`config.mk`:
```
export PLATFORM = sky130hd
export DESIGN_NAME = odpin_ctrl
export DESIGN_NICKNAME = d
export VERILOG_FILES = /design/src/rtl/odpin_pkg.sv /design/src/rtl/odp_regfile.sv /design/src/rtl/odp_sync.sv /design/src/rtl/odp_pad_drive.sv /design/src/rtl/odpin_ctrl.sv
export SDC_FILE = /design/constraint.sdc
export NUM_CORES = 1
export LEC_CHECK = 0
export BUFFER_PORTS_ARGS = -buffer_cell sky130_fd_sc_hd__buf_4
export CAP_MARGIN = 25
export CORE_AREA = 2 2 39 41
export CTS_BUF_LIST = sky130_fd_sc_hd__clkbuf_8
export DETAILED_ROUTE_END_ITERATION = 8
export DIE_AREA = 0 0 41 43
export GPL_TIMING_DRIVEN = 0
export MAX_ROUTING_LAYER = met4
export PLACE_DENSITY = 0.61
export SLEW_MARGIN = 15
export SYNTH_ARGS = -nofsm -noshare
export SYNTH_HDL_FRONTEND = slang
export SYNTH_HIERARCHICAL = 1
export SYNTH_SLANG_ARGS = --single-unit
```
`constraint.sdc`:
```
create_clock -name clk -period 1.85 [get_ports clk]
set_input_delay 0.555 -clock clk [delete_from_list [all_inputs] [get_ports clk]]
set_output_delay 0.555 -clock clk [all_outputs]
set_load 0.1 [all_outputs]
```
`src/rtl/odpin_pkg.sv`:
```
package odpin_pkg;
  localparam int ADDR_W = 2;

  typedef enum logic [ADDR_W-1:0] {
    A_OWN  = 2'd0,
    A_LVL  = 2'd1,
    A_DRV  = 2'd2,
    A_PAD  = 2'd3
  } odp_addr_e;

  // Open-drain pull decision for one line.
  function automatic logic line_pulls(input logic sw_own, input logic sw_lvl,
                                      input logic sw_drv, input logic alt_pull);
    if (sw_own) return sw_drv & ~sw_lvl;
    return alt_pull;
  endfunction
endpackage

```
`src/rtl/odp_regfile.sv`:
```
module odp_regfile
  import odpin_pkg::*;
#(
  parameter int LINES = 2
) (
  input  logic              clk,
  input  logic              rst_n,
  input  logic              wr,
  input  logic [ADDR_W-1:0] addr,
  input  logic [LINES-1:0]  wdata,
  input  logic [LINES-1:0]  pad_bits,
  output logic [LINES-1:0]  rdata,
  output logic [LINES-1:0]  own_q,
  output logic [LINES-1:0]  lvl_q,
  output logic [LINES-1:0]  drv_q
);
  always_ff @(posedge clk or negedge rst_n) begin
    if (!rst_n) begin
      own_q <= '0;
      lvl_q <= '0;
      drv_q <= '0;
    end else if (wr) begin
      case (odp_addr_e'(addr))
        A_OWN:   own_q <= wdata;
        A_LVL:   lvl_q <= wdata;
        A_DRV:   drv_q <= wdata;
        default: ;
      endcase
    end
  end

  always_comb begin
    case (odp_addr_e'(addr))
      A_OWN:   rdata = own_q;
      A_LVL:   rdata = lvl_q;
      A_DRV:   rdata = drv_q;
      default: rdata = pad_bits;
    endcase
  end
endmodule

```
`src/rtl/odp_sync.sv`:
```
module odp_sync #(
  parameter int LINES  = 2,
  parameter int STAGES = 2
) (
  input  logic             clk,
  input  logic             rst_n,
  input  logic [LINES-1:0] pad_level,
  output logic [LINES-1:0] pad_bits
);
  localparam int LAST = STAGES - 1;

  for (genvar g = 0; g < LINES; g++) begin : g_line
    logic [STAGES-1:0] chain;
    always_ff @(posedge clk or negedge rst_n) begin
      if (!rst_n) begin
        chain       <= '0;
        pad_bits[g] <= 1'b0;
      end else begin
        chain       <= {chain[STAGES-2:0], pad_level[g]};
        pad_bits[g] <= (chain[LAST] != 1'b0);
      end
    end
  end
endmodule

```
`src/rtl/odp_pad_drive.sv`:
```
module odp_pad_drive
  import odpin_pkg::*;
#(
  parameter int LINES = 2
) (
  input  logic [LINES-1:0] own_q,
  input  logic [LINES-1:0] lvl_q,
  input  logic [LINES-1:0] drv_q,
  input  logic [LINES-1:0] alt_pull_low,
  output logic [LINES-1:0] pad_pull_low
);
  for (genvar g = 0; g < LINES; g++) begin : g_line
    assign pad_pull_low[g] = line_pulls(own_q[g], lvl_q[g], drv_q[g], alt_pull_low[g]);
  end
endmodule

```
`src/rtl/odpin_ctrl.sv`:
```
module odpin_ctrl
  import odpin_pkg::*;
#(
  parameter int LINES       = 2,
  parameter int SYNC_STAGES = 2
) (
  input  logic              clk,
  input  logic              rst_n,
  input  logic              reg_wr,
  input  logic [ADDR_W-1:0] reg_addr,
  input  logic [LINES-1:0]  reg_wdata,
  output logic [LINES-1:0]  reg_rdata,
  input  logic [LINES-1:0]  alt_pull_low,
  input  logic [LINES-1:0]  pad_level,
  output logic [LINES-1:0]  pad_pull_low
);
  // Named internal wires, visible to the bound checker.
  logic [LINES-1:0] own_q;
  logic [LINES-1:0] lvl_q;
  logic [LINES-1:0] drv_q;
  logic [LINES-1:0] pad_bits;

  odp_regfile #(.LINES(LINES)) u_regs (
    .clk(clk), .rst_n(rst_n), .wr(reg_wr), .addr(reg_addr), .wdata(reg_wdata),
    .pad_bits(pad_bits), .rdata(reg_rdata),
    .own_q(own_q), .lvl_q(lvl_q), .drv_q(drv_q)
  );

  odp_sync #(.LINES(LINES), .STAGES(SYNC_STAGES)) u_sync (
    .clk(clk), .rst_n(rst_n), .pad_level(pad_level), .pad_bits(pad_bits)
  );

  odp_pad_drive #(.LINES(LINES)) u_drive (
    .own_q(own_q), .lvl_q(lvl_q), .drv_q(drv_q),
    .alt_pull_low(alt_pull_low), .pad_pull_low(pad_pull_low)
  );
endmodule

```
==> impl_metrics.yaml <==
outcome:
  status: "finished with violations"
  violations: "negative setup slack"
finish:
  fillCellCount: 118
  design_area_um2: 712
  area_growth_pct: 48.2
  drive_above_1_share: 0.633
  fin_nets: 62
  fin_cells: 65
  n_antenna_cell: 0
  fin_util: 0.514
  regArea_um2: 300
  final_cell_mix: "buf_4, dfrtp_1, mux2_2"
  multi_input_area_um2: 188
  final_common_cell: "buf_4"
cts:
  htreeDepth: 1
  clock_latency_ps: 230
  root_buffer: "clkbuf_8"
  tritoncts: "built"
  cts.sinks: 12
  cts_max_path_buffers: 2
  cts_hold_buffers: 0
  tritoncts.num_buffers: 3
  path_clk_slew_ps: 40
job:
  cap_violations: 0
power:
  power.share.sequential: 0.377
  internal_power_uw: 552
  ir_drop_mv: 0.419
  swShare: 0.336
  pwr-share-comb: 0.360
  p_sw_uw: 279
  powerDensity_nw_per_um2: 1170
  p_leak_nw: 0.320
  p_clk_frac: 0.263
place:
  portBuffers: 14
  dp_hpwl_um: 585
  gp_congestion: 0.560
  dpl-instance-area_um2: 621
  dp_cells: 59
grt:
  antenna_found_initial: 0
  overflow: 0
  first_global_vias: 333
  grt_max_degree: 13
  grt_pass1_wl_um: 1320
  grt_usage: 0.124
sta:
  fmax_mhz: 525
  rsz0062_at_grt: "yes"
  fin_skew_ps: 0.0313
  drv_slew: 0
  fin_crit_ps: 1900
  slew_headroom: 0.816
  hold_viol_final: 0
  tightest_slew_ps: 278
  period_share: 1.03
  fin_tns_setup_ps: -102
  hold_ws_ps: 152
  fin_ws_ps: -53.8
  setup_viol: 2
logic_synthesis:
  synth_top_area_share: 0.625
  syn_area_per_cell_um2: 16.6
  yosys_warnings: 6
  synth_cell_types: 7
  synth_top_area_cell: "dfrtp_1"
  synth_area_leaders: "dfrtp_1, mux2_2, mux4_1, nand3b_1, nor3b_2"
  syn_area_um2: 480
  synth-seq-area-share: 0.625
  syn_inst: 29
  ys_ff_latch: 12
  synth_nets: 40
worst_setup_path:
  setup.worst_path.end_class: "output pin"
  rrSetupSlack_ps: 1080
  path_max_fanout: 5
  critPathMaxStageDelay_ps: 520
  path_cells: "buf_8 -> mux4_2 -> buf_12"
  critPathSlowestCell: "mux4_2"
  startpoint_type: "input pin"
  rr_startpoint: "u_regs/own_q[1]"
  path_class: "in -> out"
  worstRegToRegCells: 1
  cp_data_required_time_ps: 1290
  crit_arrival_ps: 1350
  reg2reg_to: "u_regs/own_q[1]"
detailed_routing:
  drt_wl_total_um: 745
  ant_nets: 0
  drt_iter0_markers: 1
  dr.pass1.iters: 3
  num_vias: 304
  drc: 0
  wl_per_cell_um: 11.5
  routed_via_density: 4.68
min_path:
  min_path_type: "in -> async"
floorplanning:
  die_x_um: 41
  ios: 15
  core_um2: 1380
  dieArea_um2: 1760
  die_h_um: 43
  rows: 14
  start_util: 0.347
cells in the mapped netlist:
cell type and count:
inv_1 2, nor3b_2 1, mux2_2 6, o21ai_1 2, mux4_1 2, dfrtp_1 12
nand3b_1 4
kinds of logic (layout without fill, tap and decap cells):
kind of cell    Yosys count  count (layout)  share of synthesized area
simple gates              5               5                     0.0885
flops                    12              12                      0.625
compound gates            2               2                     0.0208
buf+inv                   2              22                     0.0156
mux                       8               8                      0.250
timing repair:
action / in CTS / in global routing
setup buffers: 0 / 3
gates resized for setup: 6 / 1
setup endpoints to repair: 2 / 2
pin swaps: 0 / 0
cloned: 0 / 0
flip-flops by register name, summed over array words and instances, names as in the netlist:
name,cells
u_regs/own_q,2
u_regs/lvl_q,2
u_regs/drv_q,2
u_sync/pad_bits,2
u_sync/g_line.chain,4
worst max-delay path by stage:
stage | start | endpoint
final | reg_addr[0] | reg_rdata[1]
after global routing | reg_addr[0] | reg_rdata[1]
after CTS | reg_addr[0] | reg_rdata[1]
after detailed placement | reg_addr[0] | reg_rdata[1]
after global placement | reg_addr[0] | reg_rdata[1]
after floorplan | reg_addr[0] | reg_rdata[0]
layout make-up:
cell class | instances | share of cell area
flip-flops and latches | 12 | 0.422
inverters | 2 | 0.0105
repair buffers | 17 | 0.218
clock buffers | 3 | 0.0580
well taps | 16 | 0.0281
multi-input cells | 15 | 0.264
layer usage:
metal / global-route usage / share of wire
met5: - / 0
met4: 0.120 / 0.011
met3: 0.0314 / 0.077
met2: 0.175 / 0.52
met1: 0.130 / 0.39
worst max-delay path: cells and delay by family:
family / cells / cell delay [ps]
buffers and inverters: 2 / 280
muxes: 1 / 520
metrics by stage:
| stage | setup WS [ps] | total power, mW |
|---|---|---|
| 2_1_floorplan | -10.5 | 0.521 |
| 3_3_place_gp | -112 | 0.577 |
| 3_5_place_dp | -122 | 0.583 |
| 4_1_cts | -63.1 | 0.828 |
| 5_1_grt | -69.7 | 0.872 |
| 6_report | -53.8 | 0.832 |
power groups by stage:
| stage | logic, mW | clock network, mW | registers (mW) |
|---|---|---|---|
| after floorplan | 0.203 | 0 | 0.317 |
| final | 0.299 | 0.218 | 0.314 |
| after detailed placement | 0.259 | 0 | 0.323 |
| after global placement | 0.256 | 0 | 0.320 |
| after CTS | 0.279 | 0.230 | 0.319 |
| after global routing | 0.313 | 0.239 | 0.320 |
Note: power is estimated with default switching activity, not from simulation.
